### src/rtl/pwm_timer_pkg.sv
package pwm_timer_pkg;
  typedef enum logic [2:0] {
    A_CTRL    = 3'd0,
    A_LIM_HI  = 3'd1,
    A_LIM_LO  = 3'd2,
    A_CHCTL   = 3'd3,
    A_DUTY_HI = 3'd4,
    A_DUTY_LO = 3'd5,
    A_CNT_HI  = 3'd6,
    A_CNT_LO  = 3'd7
  } reg_addr_e;

  localparam logic [1:0] MODE_EDGE_PWM = 2'b10;
  localparam logic [1:0] CLK_OFF       = 2'b00;
endpackage

### src/rtl/pwm_pair_stage.sv
module pwm_pair_stage #(
  parameter int DATA_W = 8,
  localparam int FULL_W = 2 * DATA_W
) (
  input  logic              clk,
  input  logic              rst_n,
  input  logic              wr_hi,
  input  logic              wr_lo,
  input  logic [DATA_W-1:0] wdata,
  input  logic              drop_half,
  input  logic              take,
  output logic [FULL_W-1:0] staged_val,
  output logic              staged_v
);
  logic [DATA_W-1:0] hi_buf, lo_buf;
  logic              hi_seen, lo_seen;
  logic              pair_done;

  assign pair_done = (wr_hi && (lo_seen || wr_lo)) || (wr_lo && hi_seen);

  always_ff @(posedge clk or negedge rst_n) begin
    if (!rst_n) begin
      hi_buf     <= '0;
      lo_buf     <= '0;
      hi_seen    <= 1'b0;
      lo_seen    <= 1'b0;
      staged_val <= '0;
      staged_v   <= 1'b0;
    end else begin
      if (wr_hi) hi_buf <= wdata;
      if (wr_lo) lo_buf <= wdata;
      if (pair_done || drop_half) begin
        hi_seen <= 1'b0;
        lo_seen <= 1'b0;
      end else begin
        if (wr_hi) hi_seen <= 1'b1;
        if (wr_lo) lo_seen <= 1'b1;
      end
      if (pair_done) begin
        staged_val <= {(wr_hi ? wdata : hi_buf), (wr_lo ? wdata : lo_buf)};
        staged_v   <= 1'b1;
      end else if (take) begin
        staged_v   <= 1'b0;
      end
    end
  end
endmodule

### src/rtl/pwm_count_core.sv
module pwm_count_core #(
  parameter int CNT_W = 16,
  parameter logic [CNT_W-1:0] LIM_RST = '1
) (
  input  logic             clk,
  input  logic             rst_n,
  input  logic             run,
  input  logic [CNT_W-1:0] lim_staged,
  input  logic             lim_sv,
  input  logic [CNT_W-1:0] duty_staged,
  input  logic             duty_sv,
  output logic [CNT_W-1:0] cnt_q,
  output logic [CNT_W-1:0] lim_act,
  output logic [CNT_W-1:0] duty_act,
  output logic             wrap,
  output logic [CNT_W-1:0] cnt_nxt,
  output logic [CNT_W-1:0] duty_eff,
  output logic             lim_take,
  output logic             duty_take
);
  logic boundary;

  assign wrap      = run && (cnt_q >= lim_act);
  assign cnt_nxt   = wrap ? '0 : CNT_W'(cnt_q + 1'b1);
  assign boundary  = wrap || !run;
  assign lim_take  = boundary && lim_sv;
  assign duty_take = boundary && duty_sv;
  assign duty_eff  = (wrap && duty_sv) ? duty_staged : duty_act;

  always_ff @(posedge clk or negedge rst_n) begin
    if (!rst_n) begin
      cnt_q    <= '0;
      lim_act  <= LIM_RST;
      duty_act <= '0;
    end else begin
      if (run)       cnt_q    <= cnt_nxt;
      if (lim_take)  lim_act  <= lim_staged;
      if (duty_take) duty_act <= duty_staged;
    end
  end
endmodule

### src/rtl/pwm_chan_out.sv
module pwm_chan_out
  import pwm_timer_pkg::*;
#(
  parameter int CNT_W = 16
) (
  input  logic             clk,
  input  logic             rst_n,
  input  logic             tick,
  input  logic [CNT_W-1:0] cnt_nxt,
  input  logic [CNT_W-1:0] duty_eff,
  input  logic [1:0]       mode,
  input  logic [1:0]       pol,
  output logic             pin_q,
  output logic             match
);
  logic in_active;
  logic enabled;

  assign match     = tick && (cnt_nxt == duty_eff);
  assign in_active = cnt_nxt < duty_eff;
  assign enabled   = (mode == MODE_EDGE_PWM) && (pol != 2'b00);

  always_ff @(posedge clk or negedge rst_n) begin
    if (!rst_n)    pin_q <= 1'b0;
    else if (tick) pin_q <= enabled ? (pol[0] ? ~in_active : in_active) : 1'b0;
  end
endmodule

### src/rtl/pwm_sticky_flag.sv
module pwm_sticky_flag (
  input  logic clk,
  input  logic rst_n,
  input  logic set,
  input  logic rd_reg,
  input  logic wr_reg,
  input  logic wr_bit,
  output logic flag_q
);
  logic armed_q;
  logic clear;

  assign clear = wr_reg && !wr_bit && armed_q;

  always_ff @(posedge clk or negedge rst_n) begin
    if (!rst_n) begin
      flag_q  <= 1'b0;
      armed_q <= 1'b0;
    end else begin
      if (set)        flag_q <= 1'b1;
      else if (clear) flag_q <= 1'b0;
      if (wr_reg)                armed_q <= 1'b0;
      else if (rd_reg && flag_q) armed_q <= 1'b1;
    end
  end
endmodule

### src/rtl/pwm_timer_ch.sv
module pwm_timer_ch
  import pwm_timer_pkg::*;
#(
  parameter int DATA_W = 8,
  localparam int CNT_W = 2 * DATA_W
) (
  input  logic              clk,
  input  logic              rst_n,
  input  logic              dbg_mode,
  input  logic [2:0]        bus_addr,
  input  logic              bus_wr,
  input  logic              bus_rd,
  input  logic [DATA_W-1:0] bus_wdata,
  output logic [DATA_W-1:0] bus_rdata,
  output logic              pwm_out,
  output logic              ch_flag,
  output logic              ovf_flag
);
  logic [1:0] clk_sel_q, mode_q, pol_q;
  logic       run;
  logic [CNT_W-1:0] lim_staged, duty_staged, cnt_q, lim_act, duty_act, cnt_nxt, duty_eff;
  logic       lim_sv, duty_sv, lim_take, duty_take, wrap, match;
  logic       wr_ctrl, wr_chctl;

  assign wr_ctrl  = bus_wr && (bus_addr == A_CTRL);
  assign wr_chctl = bus_wr && (bus_addr == A_CHCTL);
  assign run      = (clk_sel_q != CLK_OFF);

  always_ff @(posedge clk or negedge rst_n) begin
    if (!rst_n) begin
      clk_sel_q <= CLK_OFF;
      mode_q    <= 2'b00;
      pol_q     <= 2'b00;
    end else begin
      if (wr_ctrl) clk_sel_q <= bus_wdata[1:0];
      if (wr_chctl) begin
        mode_q <= bus_wdata[5:4];
        pol_q  <= bus_wdata[3:2];
      end
    end
  end

  pwm_pair_stage #(.DATA_W(DATA_W)) lim_stage_i (
    .clk(clk), .rst_n(rst_n),
    .wr_hi(bus_wr && bus_addr == A_LIM_HI), .wr_lo(bus_wr && bus_addr == A_LIM_LO),
    .wdata(bus_wdata), .drop_half(wr_ctrl && dbg_mode), .take(lim_take),
    .staged_val(lim_staged), .staged_v(lim_sv)
  );

  pwm_pair_stage #(.DATA_W(DATA_W)) duty_stage_i (
    .clk(clk), .rst_n(rst_n),
    .wr_hi(bus_wr && bus_addr == A_DUTY_HI), .wr_lo(bus_wr && bus_addr == A_DUTY_LO),
    .wdata(bus_wdata), .drop_half(1'b0), .take(duty_take),
    .staged_val(duty_staged), .staged_v(duty_sv)
  );

  pwm_count_core #(.CNT_W(CNT_W)) core_i (
    .clk(clk), .rst_n(rst_n), .run(run),
    .lim_staged(lim_staged), .lim_sv(lim_sv),
    .duty_staged(duty_staged), .duty_sv(duty_sv),
    .cnt_q(cnt_q), .lim_act(lim_act), .duty_act(duty_act),
    .wrap(wrap), .cnt_nxt(cnt_nxt), .duty_eff(duty_eff),
    .lim_take(lim_take), .duty_take(duty_take)
  );

  pwm_chan_out #(.CNT_W(CNT_W)) out_i (
    .clk(clk), .rst_n(rst_n), .tick(run), .cnt_nxt(cnt_nxt), .duty_eff(duty_eff),
    .mode(mode_q), .pol(pol_q), .pin_q(pwm_out), .match(match)
  );

  pwm_sticky_flag ovf_flag_i (
    .clk(clk), .rst_n(rst_n), .set(wrap),
    .rd_reg(bus_rd && bus_addr == A_CTRL), .wr_reg(wr_ctrl),
    .wr_bit(bus_wdata[DATA_W-1]), .flag_q(ovf_flag)
  );

  pwm_sticky_flag ch_flag_i (
    .clk(clk), .rst_n(rst_n), .set(match),
    .rd_reg(bus_rd && bus_addr == A_CHCTL), .wr_reg(wr_chctl),
    .wr_bit(bus_wdata[DATA_W-1]), .flag_q(ch_flag)
  );

  always_comb begin
    bus_rdata = '0;
    case (bus_addr)
      A_CTRL:    bus_rdata = {ovf_flag, {(DATA_W-3){1'b0}}, clk_sel_q};
      A_LIM_HI:  bus_rdata = lim_act[CNT_W-1:DATA_W];
      A_LIM_LO:  bus_rdata = lim_act[DATA_W-1:0];
      A_CHCTL:   bus_rdata = {ch_flag, {(DATA_W-7){1'b0}}, mode_q, pol_q, 2'b00};
      A_DUTY_HI: bus_rdata = duty_act[CNT_W-1:DATA_W];
      A_DUTY_LO: bus_rdata = duty_act[DATA_W-1:0];
      A_CNT_HI:  bus_rdata = cnt_q[CNT_W-1:DATA_W];
      default:   bus_rdata = cnt_q[DATA_W-1:0];
    endcase
  end
endmodule

### config.mk
export PLATFORM = sky130hd
export DESIGN_NAME = pwm_timer_ch
export DESIGN_NICKNAME = d
export VERILOG_FILES = /design/src/rtl/pwm_timer_pkg.sv /design/src/rtl/pwm_pair_stage.sv /design/src/rtl/pwm_count_core.sv /design/src/rtl/pwm_chan_out.sv /design/src/rtl/pwm_sticky_flag.sv /design/src/rtl/pwm_timer_ch.sv
export SDC_FILE = /design/constraint.sdc
export NUM_CORES = 1
export LEC_CHECK = 0
export BUFFER_PORTS_ARGS = -buffer_cell sky130_fd_sc_hd__buf_2
export CELL_PAD_IN_SITES_DETAIL_PLACEMENT = 0
export CELL_PAD_IN_SITES_GLOBAL_PLACEMENT = 1
export CORE_UTILIZATION = 35
export DETAILED_ROUTE_END_ITERATION = 12
export PLACE_DENSITY_LB_ADDON = 0.1
export SETUP_SLACK_MARGIN = 0.3
export SYNTH_ARGS = -nofsm -noshare
export SYNTH_HDL_FRONTEND = slang
export SYNTH_SLANG_ARGS = --single-unit
export TNS_END_PERCENT = 30
### constraint.sdc
create_clock -name clk -period 7.3 [get_ports clk]
set_input_delay 1.095 -clock clk [delete_from_list [all_inputs] [get_ports clk]]
set_output_delay 1.095 -clock clk [all_outputs]
set_load 0.02 [all_outputs]
==> results of run 1 <==
==> synthesized netlist by cell type, drive strengths merged (3+ instances only) <==
cell type,count
a211oi,3
a21o,9
a21oi,26
a221oi,3
a22o,9
a22oi,3
a31oi,3
and3,8
and4,3
buf,17
clkbuf,11
dfrtp,113
dfstp,16
ha,33
inv,23
mux2,101
mux2i,22
nand2,41
nand2b,9
nand3,9
nand4,6
nor2,44
nor2b,8
nor3,4
nor4b,3
o21a,3
o21ai,29
o22ai,3
or2,4
xnor2,8
xor2,4
==> path summary, 6_finish.rpt <==
path                                         endpoint  slack [ps]  cells after the start
setup / recovery                          out_i.pin_q        3160                     15
hold / removal                   duty_stage_i.hi_seen         490                      1
setup reg to reg                          out_i.pin_q        3160                     15
hold reg to reg                  duty_stage_i.hi_seen         490                      1
max in group asynchronous       lim_stage_i.hi_buf[2]        5280                      2
min in group asynchronous  duty_stage_i.staged_val[5]         630                      1
==> kinds of logic (layout without fill, tap and decap cells) <==
logic type      after synthesis  after routing
compound gates              106            106
xor+xnor                     12             12
fa+ha+maj                    33             33
buf+inv                      51             83
flops                       129            129
mux                         123            123
other cells                   0              1
simple gates                149            149
==> critical path: stages (launching register included) <==
cell	delay [ps]
dfstp_2	580
inv_1	60
ha_1	320
nand2_1	60
o21a_1	210
a21oi_1	190
a21o_4	330
and2_1	560
nor2_1	150
ha_1	360
a21oi_1	160
nand2_1	70
a221o_1	340
a211oi_1	320
mux2i_1	220
o21ai_0	80
==> stage by stage <==
step | cell area (sq um) | power, mW | hold WS [ps] | setup slack (ps) | util (%)
final | 7750 | 2.81 | 490 | 3160 | 40.9
after floorplan | 6860 | 1.71 | 453 | 3750 | -
after global placement | 7190 | 1.97 | 473 | 3170 | 37.9
after detailed placement | 7190 | 2.00 | 480 | 3130 | 37.9
after CTS | 7750 | 2.84 | 493 | 3100 | 40.9
after global routing | 7750 | 2.99 | 512 | 2820 | 40.9
==> power by group through the flow <==
stage          logic, mW  registers (mW)  clock network (mW)
2_1_floorplan      0.628            1.08                   0
3_3_place_gp       0.787            1.19                   0
3_5_place_dp       0.804            1.19                   0
4_1_cts            0.809            1.18               0.850
5_1_grt            0.896            1.21               0.883
6_report           0.796            1.18               0.832
==> registers in the layout, summed over array words and instances (netlist names), 2 cells and up <==
| name | cells |
|---|---|
| duty_stage_i.hi_buf | 8 |
| core_i.duty_act | 16 |
| core_i.lim_act | 16 |
| lim_stage_i.hi_buf | 8 |
| duty_stage_i.lo_buf | 8 |
| core_i.cnt_q | 16 |
| clk_sel_q | 2 |
| pol_q | 2 |
| duty_stage_i.staged_val | 16 |
| lim_stage_i.staged_val | 16 |
| mode_q | 2 |
| lim_stage_i.lo_buf | 8 |
==> layer usage <==
metal | vias up | share of wire [%] | GRT usage, %
met1 | 2375 | 49 | 28.5
li1 | 2206 | - | -
met3 | 16 | 3.6 | 4.07
met4 | 0 | 1.7 | 7.98
met2 | 71 | 45 | 30.5
met5 | - | 0 | 0
==> area by class of cell <==
cell class	count	area share [%]
Inverter	23	1.11
Clock inverter	13	1.60
Multi-Input combinational cell	423	43.5
Sequential cell	129	41.9
Antenna cell	1	0.0323
Tap cell	260	4.19
Clock buffer	19	5.71
Timing Repair Buffer	28	1.95
==> impl_metrics.sql, run 1 <==
INSERT INTO impl_metrics (metric_group, metric, value, unit) VALUES
('outcome', 'result_of_the_run', 'finished, final reports clean', ''),
('logic_synthesis', 'synth.yosys.warnings', '0', ''),
('global_route', 'grt_antenna_before_repair', '0', ''),
('sta', 'timing.final.max_slew_violations', '0', ''),
('logic_synthesis', 'syn_nets', '652', ''),
('clock_network', 'cts_buffer_depth', '2', ''),
('setup_path', 'path_max_fanout', '24', ''),
('clock_network', 'post_cts_resized', '0', ''),
('sta', 'final.period_utilization', '56.7', '%'),
('route', 'dr_total_vias', '4668', ''),
('global_route', 'grt_pass1_vias', '4795', ''),
('logic_synthesis', 'synth_cell_types', '59', ''),
('route', 'drcViolationCount', '0', ''),
('placement', 'place_congestion', '0.812', ''),
('layout', 'final.fill_count', '1849', ''),
('logic_synthesis', 'synth_top_family_by_area', 'multiplexers', ''),
('logic_synthesis', 'number_of_storage_elements_in_the_synthesis_netlist', '129', ''),
('floorplan', 'fp.dieW', '142', 'um'),
('layout', 'commonest_non_fill_non_tap_cells_in_the_layout', '113 x dfrtp_1, 100 x mux2_2, 41 x nand2_1, 40 x nor2_1, 33 x ha_1', ''),
('sta', 'timing_worst_slew_pin_value', '1110', 'ps'),
('layout', 'drive_above_1_share', '30.4', '%'),
('pwr', 'power.clock.fraction', '29.7', '%'),
('pwr', 'power.density', '362', 'nW/um^2'),
('floorplan', 'core-area', '19000', 'sq um'),
('route', 'drt_first_iter_violations', '228', ''),
('route', 'drtPass1Iterations', '4', ''),
('pwr', 'power.combinational.fraction', '28.4', '%'),
('flow_run', 'max_cap_viol_count', '0', ''),
('clock_network', 'cts_inserted_buffers', '17', ''),
('logic_synthesis', 'avg_synthesized_cell_area', '11.4', 'sq um'),
('sta', 'relSlewSlack', '25.7', '%'),
('logic_synthesis', 'synthXorXnorAreaFrac', '1.53', '%'),
('layout', 'layout.cells.most_common', 'dfrtp_1', ''),
('clock_network', 'htreeDepth', '4', ''),
('placement', 'place.port_buffers', '26', ''),
('clock_network', 'clock_insertion_delay_worst_skew', '430', 'ps'),
('setup_path', 'cp_arrival', '4430', 'ps'),
('setup_path', 'setup.worst_path.class', 'flop to flop', ''),
('global_route', 'global_route.usage.total', '20.2', '%'),
('logic_synthesis', 'synth.area.mux_share', '19.8', '%'),
('layout', 'finalNetCount', '671', ''),
('global_route', 'pin_count_of_the_biggest_net_entering_global_routing', '80', ''),
('logic_synthesis', 'synthesis.instances', '603', ''),
('route', 'wire_per_inst', '20.8', 'um'),
('setup_path', 'crit_path_end_kind', 'flop', ''),
('logic_synthesis', 'post_synth_edffs', '0', ''),
('hold_path', 'timing.hold.worst.class', 'flop to flop', ''),
('logic_synthesis', 'post-synth-top-area-cell', 'dfrtp_1', ''),
('clock_network', 'cts_tree', 'done', ''),
('sta', 'setup-violations-final', '0', ''),
('pwr', 'ir_worst_vdd', '0.187', 'mV'),
('floorplan', 'dieArea', '20100', 'sq um'),
('sta', 'rsz0062_at_grt', 'no', ''),
('logic_synthesis', 'synth_compound_area_share', '10.8', '%'),
('floorplan', 'io_pins', '27', ''),
('logic_synthesis', 'yosysSeqAreaShare', '47.4', '%'),
('sta', 'max_clock_freq', '242', 'MHz'),
('hold_path', 'holdCritStartpoint', 'duty_stage_i.hi_seen', ''),
('floorplan', 'initial_core_util', '36.2', '%'),
('pwr', 'seqPwrFrac', '42.0', '%'),
('setup_path', 'crit-reg2reg-launch', 'core_i.lim_act[11]', ''),
('pwr', 'net_switching_component_of_the_power', '0.980', 'mW'),
('floorplan', 'dieHeight', '142', 'um'),
('setup_path', 'required', '7590', 'ps'),
('clock_network', 'ctsHoldBuffers', '0', ''),
('logic_synthesis', 'async_reset_ff_share', '100', '%'),
('layout', 'area_growth_syn_to_layout', '13.1', '%'),
('sta', 'final.min_clock_period', '4140', 'ps'),
('logic_synthesis', 'synth-main-ff-cell', 'dfrtp_1', ''),
('layout', 'post_layout_nonfiller_instances', '896', ''),
('logic_synthesis', 'cell_area_synth', '6860', 'sq um');
No activity file was read; power rests on OpenSTA's default activity.
==> inputs of run 2 (changes only) <==
==> constraint.sdc (replaced) <==
create_clock -name clk -period 3.7 [get_ports clk]
set_input_delay 0.555 -clock clk [delete_from_list [all_inputs] [get_ports clk]]
set_output_delay 0.555 -clock clk [all_outputs]
set_load 0.02 [all_outputs]
==> run 2 against run 1 <==
Against the previous run: cell area grew 6.7%; sequential share of layout area down 2.6 points; wire length rose by 7.0%.
==> impl_metrics.sql, run 2 (same netlist as run 1, synthesis figures left out) <==
INSERT INTO impl_metrics (metric_group, metric, value, unit) VALUES
('outcome', 'result_of_the_run', 'finished, final reports clean', ''),
('sta', 'final-hold-violation-count', '0', ''),
('sta', 'timing.setup.tns', '0', 'ps'),
('pwr', 'net_switching_component_of_the_power', '2.11', 'mW'),
('sta', 'timing.final.max_slew_violations', '0', ''),
('floorplan', 'core-area', '19000', 'sq um'),
('setup_path', 'critical-path-slowest-cell', 'dfstp_2', ''),
('setup_path', 'crit-reg2reg-launch', 'core_i.lim_act[7]', ''),
('layout', 'antenna-diode-count', '0', ''),
('setup_path', 'cp.buffers_inverters', '1', ''),
('route', 'drt.antenna.violating_nets', '0', ''),
('global_route', 'gr-total-overflow', '0', ''),
('floorplan', 'initial_core_util', '36.2', '%'),
('pwr', 'power.clock.fraction', '30.9', '%'),
('layout', 'area_of_the_multi_input_gates', '3530', 'sq um'),
('route', 'avgViaCountPerCell', '5.25', ''),
('clock_network', 'cts_sinks', '129', ''),
('sta', 'final.min_clock_period', '3540', 'ps'),
('pwr', 'power.density', '734', 'nW/um^2'),
('setup_path', 'crit_path_cell_trace', 'inv_4 -> ha_4 -> nand2_4 -> a211o_1 -> o211ai_2 -> a21o_4 -> and3_4 -> mux2i_4 -> ha_1 -> nand2_1 -> o21ai_1 -> a221o_1 -> a211oi_2 -> mux2i_1 -> o21ai_1', ''),
('setup_path', 'regToRegSetupSlack', '160', 'ps'),
('layout', 'ff_latch_area', '3250', 'sq um'),
('layout', 'finalNetCount', '709', ''),
('floorplan', 'fp.dieW', '142', 'um'),
('clock_network', 'htreeDepth', '4', ''),
('placement', 'place_congestion', '0.813', ''),
('layout', 'final.fill_count', '1814', ''),
('pwr', 'p_leak', '3.72', 'nW'),
('pwr', 'seqPwrFrac', '37.7', '%'),
('route', 'drcViolationCount', '0', ''),
('layout', 'layout.cells.most_common', 'dfrtp_1', ''),
('clock_network', 'cts_inserted_buffers', '17', ''),
('route', 'dr_total_vias', '4900', ''),
('setup_path', 'r2r_path_end', 'out_i.pin_q', ''),
('global_route', 'grt_pass1_vias', '5115', ''),
('setup_path', 'crit_path_end_kind', 'flop', ''),
('setup_path', 'critical_path.max_stage_delay', '550', 'ps'),
('pwr', 'power', '6.08', 'mW'),
('setup_path', 'cp_arrival', '3850', 'ps'),
('global_route', 'global_route.usage.total', '21.6', '%'),
('sta', 'setup-violations-final', '0', ''),
('floorplan', 'io_pins', '27', ''),
('clock_network', 'clock_root_cell', 'clkbuf_16', ''),
('route', 'drtPass1Iterations', '4', ''),
('placement', 'dpl_cell_area', '7440', 'sq um'),
('pwr', 'ir_worst_vdd', '0.378', 'mV'),
('floorplan', 'dieHeight', '142', 'um'),
('sta', 'max_clock_freq', '282', 'MHz'),
('setup_path', 'rr_worst_depth', '15', ''),
('floorplan', 'rows', '50', ''),
('setup_path', 'setup.worst_path.class', 'flop to flop', ''),
('global_route', 'grt_antenna_before_repair', '0', ''),
('flow_run', 'max_cap_viol_count', '0', ''),
('layout', 'area_growth_syn_to_layout', '20.7', '%'),
('route', 'drt_first_iter_violations', '229', ''),
('pwr', 'power.share.switching', '34.7', '%'),
('pwr', 'power.combinational.fraction', '31.4', '%'),
('setup_path', 'required', '4010', 'ps'),
('sta', 'relSlewSlack', '46.9', '%'),
('sta', 'final_worst_clock_skew', '10.8', 'ps'),
('clock_network', 'clock_insertion_delay_worst_skew', '430', 'ps'),
('placement', 'place.port_buffers', '26', ''),
('setup_path', 'path_max_fanout', '7', ''),
('sta', 'final.period_utilization', '95.8', '%'),
('route', 'wire_per_inst', '21.4', 'um'),
('global_route', 'pin_count_of_the_biggest_net_entering_global_routing', '80', ''),
('clock_network', 'ctsHoldBuffers', '0', ''),
('layout', 'drive_above_1_share', '37.9', '%'),
('clock_network', 'cts_buffer_depth', '2', ''),
('setup_path', 'critPathTopFamily', 'compound AO/OA/AOI/OAI gates', ''),
('route', 'postRouteWirelength', '20.0', 'mm'),
('global_route', 'wire_length_of_the_first_global_routing_pass', '31.5', 'mm'),
('sta', 'rsz0062_at_grt', 'yes', ''),
('setup_path', 'timing.critical_path.mode_cell', 'o21ai_1', ''),
('placement', 'hpwlAfterDp', '14.6', 'mm'),
('setup_path', 'timing.critical_path.from_type', 'flop', ''),
('pwr', 'power_internal', '3.97', 'mW'),
('sta', 'timing_worst_slew_pin_value', '797', 'ps'),
('layout', 'finalInstanceArea', '8280', 'sq um'),
('clock_network', 'path_clk_slew', '60', 'ps'),
('clock_network', 'cts_tree', 'done', ''),
('hold_path', 'timing.hold.worst.class', 'input port to asynchronous set/reset pin', ''),
('layout', 'commonest_non_fill_non_tap_cells_in_the_layout', '113 x dfrtp_1, 100 x mux2_2, 40 x nand2_1, 38 x nor2_1, 36 x buf_4', ''),
('floorplan', 'dieArea', '20100', 'sq um');
## run 2: cell count changes in the layout (fill, tap and decap cells not counted), sizes merged
cell	change
clkinvlp	-2
buf	+37
diode	-1
inv	+1
and3	+1
bufinv	+3
clkbuf	-2
## run 2: per-layer routing
layer | routed length [um] | GRT usage (%)
met1 | 9820 | 30.4
met2 | 9190 | 33.7
met3 | 623 | 3.63
met4 | 327 | 7.24
met5 | 0 | 0
## run 2: power by group through the flow
stage	logic (mW)	clock network, mW	registers (mW)
3_3_place_gp	1.75	0	2.30
3_5_place_dp	1.79	0	2.31
6_report	1.91	1.88	2.29
2_1_floorplan	1.28	0	2.14
4_1_cts	1.91	1.91	2.29
5_1_grt	2.11	1.97	2.35
## run 2: layout make-up
cell class | instances | area share, %
clock buffer | 17 | 5.14
timing repair buffer | 65 | 5.32
multi-input combinational | 424 | 42.6
sequential | 129 | 39.3
tap | 260 | 3.93
inverter | 23 | 1.07
clock inverter | 15 | 2.65
## run 2: worst max path at each step
stage,to,cells after the start,startpoint,slack [ps]
finish,out_i.pin_q,15,core_i.lim_act[7],160
global placement,out_i.pin_q,15,core_i.lim_act[7],-30
global route,out_i.pin_q,15,core_i.lim_act[7],10
detailed placement,out_i.pin_q,15,core_i.lim_act[7],-100
CTS,out_i.pin_q,15,core_i.lim_act[7],130
floorplan,out_i.pin_q,16,core_i.lim_act[0],260
## run 2: worst reg2reg max path, stage by stage, from the launching register on
cell	delay (ps)
dfstp_2	550
inv_4	50
ha_4	270
nand2_4	50
a211o_1	300
o211ai_2	160
a21o_4	170
and3_4	310
mux2i_4	280
ha_1	260
nand2_1	120
o21ai_1	90
a221o_1	340
a211oi_2	200
mux2i_1	210
o21ai_1	80
## run 2: per-stage QoR
step | utilization (%) | std cells | hold slack, ps | worst slack [ps]
after floorplan | - | 603 | 259 | 259
after global placement | 39.2 | 889 | 473 | -31.1
after detailed placement | 39.2 | 889 | 481 | -95.9
after CTS | 43.5 | 932 | 206 | 130
after global routing | 43.7 | 933 | 221 | 10.1
final | 43.7 | 933 | 146 | 157
## run 2: timing repair
action,4_1_cts,5_1_grt
setup buffers,10,1
pin swaps,15,2
gates cloned,1,0
gates resized for setup,19,5
setup endpoints to repair,2,2
==> inputs of run 3 (changes only) <==
==> constraint.sdc (replaced) <==
create_clock -name clk -period 3.7 [get_ports clk]
set_input_delay 0.185 -clock clk [delete_from_list [all_inputs] [get_ports clk]]
set_output_delay 0.185 -clock clk [all_outputs]
set_load 0.02 [all_outputs]
==> run 3 against run 2 <==
Against the previous run: via count grew 0.86%; setup slack worse by 20 ps; hold slack worse by 81 ps; non-clock buffer count grew 4; critical path depth grew 2; total power is 3.8% lower; clock-buffer cell count rose by 2; clock skew is 5.2 ps higher; wire length grew 0.98%; first-iteration DRC count grew 40%; clock power decreased by 13%.
==> impl_metrics.sql, run 3 (same netlist as run 1, synthesis figures left out) <==
INSERT INTO impl_metrics (metric_group, metric, value, unit) VALUES
('clock_network', 'cts_tree', 'done', ''),
('setup_path', 'timing.critical_path.from_type', 'flop', ''),
('sta', 'final.period_utilization', '96.3', '%'),
('global_route', 'gr-total-overflow', '0', ''),
('placement', 'hpwlAfterDp', '14.6', 'mm'),
('clock_network', 'clock_root_cell', 'clkbuf_16', ''),
('outcome', 'result_of_the_run', 'finished, final reports clean', ''),
('setup_path', 'crit_path_end_kind', 'flop', ''),
('hold_path', 'hold-path-cell-count', '3', ''),
('clock_network', 'path_clk_slew', '70', 'ps'),
('floorplan', 'dieHeight', '142', 'um'),
('setup_path', 'required', '4000', 'ps'),
('sta', 'setup-violations-final', '0', ''),
('layout', 'layout.cells.most_common', 'dfrtp_1', ''),
('global_route', 'grt_pass1_vias', '5142', ''),
('layout', 'antenna-diode-count', '0', ''),
('floorplan', 'core-area', '19000', 'sq um'),
('sta', 'timing.setup.tns', '0', 'ps'),
('floorplan', 'rows', '50', ''),
('floorplan', 'fp.dieW', '142', 'um'),
('pwr', 'power', '5.85', 'mW'),
('route', 'drtPass1Iterations', '4', ''),
('route', 'wire_per_inst', '21.5', 'um'),
('sta', 'timing.hold.ws', '64.7', 'ps'),
('pwr', 'power.density', '709', 'nW/um^2'),
('layout', 'final.fill_count', '1829', ''),
('setup_path', 'setup.worst_path.class', 'flop to flop', ''),
('layout', 'commonest_non_fill_non_tap_cells_in_the_layout', '113 x dfrtp_1, 100 x mux2_2, 40 x nor2_1, 39 x nand2_1, 38 x buf_4', ''),
('setup_path', 'regToRegSetupSlack', '140', 'ps'),
('pwr', 'ir_worst_vdd', '0.327', 'mV'),
('flow_run', 'max_cap_viol_count', '0', ''),
('sta', 'final-hold-violation-count', '0', ''),
('clock_network', 'htreeDepth', '4', ''),
('hold_path', 'timing.hold.worst.class', 'input port to flop', ''),
('global_route', 'wire_length_of_the_first_global_routing_pass', '31.3', 'mm'),
('global_route', 'global_route.usage.total', '21.6', '%'),
('sta', 'max_clock_freq', '281', 'MHz'),
('clock_network', 'cts_sinks', '129', ''),
('layout', 'finalNetCount', '712', ''),
('sta', 'timing.final.max_slew_violations', '0', ''),
('route', 'dr_total_vias', '4942', ''),
('setup_path', 'cp_arrival', '3860', 'ps'),
('route', 'avgViaCountPerCell', '5.28', ''),
('setup_path', 'r2r_path_end', 'out_i.pin_q', ''),
('route', 'drt_first_iter_violations', '321', ''),
('sta', 'rsz0062_at_grt', 'yes', ''),
('setup_path', 'crit-reg2reg-launch', 'core_i.lim_act[6]', ''),
('setup_path', 'critical_path_launch_point', 'core_i.lim_act[6]', ''),
('floorplan', 'initial_core_util', '36.2', '%'),
('sta', 'final_worst_clock_skew', '16.0', 'ps'),
('route', 'drcViolationCount', '0', ''),
('sta', 'relSlewSlack', '45.4', '%'),
('floorplan', 'dieArea', '20100', 'sq um'),
('sta', 'timing_worst_slew_pin_value', '813', 'ps'),
('global_route', 'grt_antenna_before_repair', '0', ''),
('placement', 'place.port_buffers', '26', ''),
('floorplan', 'io_pins', '27', ''),
('layout', 'drive_above_1_share', '37.4', '%'),
('route', 'drt.antenna.violating_nets', '0', ''),
('hold_path', 'hold_path_end', 'pol_q[0]', ''),
('sta', 'final.min_clock_period', '3560', 'ps'),
('layout', 'post_layout_utilization_of_the_core', '43.5', '%'),
('global_route', 'pin_count_of_the_biggest_net_entering_global_routing', '77', ''),
('clock_network', 'cts_buffer_depth', '2', ''),
('setup_path', 'rr_worst_depth', '17', ''),
('clock_network', 'clock_insertion_delay_worst_skew', '430', 'ps'),
('pwr', 'p_leak', '3.69', 'nW'),
('placement', 'place_congestion', '0.842', ''),
('hold_path', 'holdCritStartpoint', 'bus_wdata[2]', ''),
('route', 'postRouteWirelength', '20.2', 'mm'),
('layout', 'area_growth_syn_to_layout', '20.2', '%'),
('clock_network', 'cts_inserted_buffers', '17', ''),
('setup_path', 'path_max_fanout', '6', '');
-- run 3: cell types whose count changed in the layout (fill, tap and decap cells not counted), moves of 3 or more --
cell | before | now
bufinv_16 | 4 | 1
clkinvlp_4 | 1 | 5
a21oi_1 | 22 | 25
a21oi_2 | 4 | 1
-- run 3: how the worst max path moves through the flow --
stage                  endpoint  slack (ps)
floorplan           out_i.pin_q         260
global placement    out_i.pin_q         -30
detailed placement  out_i.pin_q        -110
CTS                 out_i.pin_q         150
global route        out_i.pin_q         -30
finish              out_i.pin_q         140
-- run 3: stage by stage --
| step | setup slack, ps | instances | cell area [sq um] |
|---|---|---|---|
| floorplan | 259 | 603 | 6910 |
| global placement | -34.2 | 889 | 7440 |
| detailed placement | -112 | 889 | 7440 |
| CTS | 148 | 936 | 8230 |
| global route | -29.9 | 936 | 8240 |
| finish | 136 | 936 | 8240 |
-- run 3: per-layer routing --
| metal | share of wire, % | wire length, um | track usage (%) |
|---|---|---|---|
| met1 | 48 | 9710 | 29.4 |
| met2 | 46 | 9280 | 33.8 |
| met3 | 3.2 | 648 | 3.84 |
| met4 | 2.6 | 526 | 9.22 |
| met5 | 0 | 0 | 0 |
-- run 3: report_power, final --
part,total (mW),internal [mW],switching (mW),leakage [nW]
clock,1.63,0.936,0.693,0.259
sequential,2.31,1.91,0.401,1.57
combinational,1.91,0.926,0.985,1.86
total,5.85,3.77,2.08,3.69
-- run 3: repair_timing --
item	CTS	global route
cloned	0	0
endpoints found under the hold margin	69	0
hold buffers	2	0
endpoints found under the setup margin	2	2
setup buffers	13	0
pin swaps	12	3
gates resized for setup	22	2
-- run 3: worst max-delay path: stages, from the launching register on --
cell and delay [ps]:
dfstp_2 590, inv_4 50, ha_4 250, nand2_2 50
a211o_1 300, o211ai_2 160, a21o_4 150, and3_4 200
buf_12 140, buf_8 130, mux2i_4 270, ha_4 230
nand4_1 90, nor2_1 50, a221o_1 310, a211oi_2 180
mux2i_1 220, o21ai_1 70
-- run 3: area by class of cell --
type / count / area (sq um) / share of cell area [%]
clock buffer: 19 / 433 / 5.25
clock inverter: 13 / 128 / 1.55
inverter: 23 / 91.3 / 1.11
multi-input combinational: 423 / 3530 / 42.8
sequential: 129 / 3250 / 39.4
tap: 260 / 325 / 3.95
timing repair buffer: 69 / 488 / 5.92
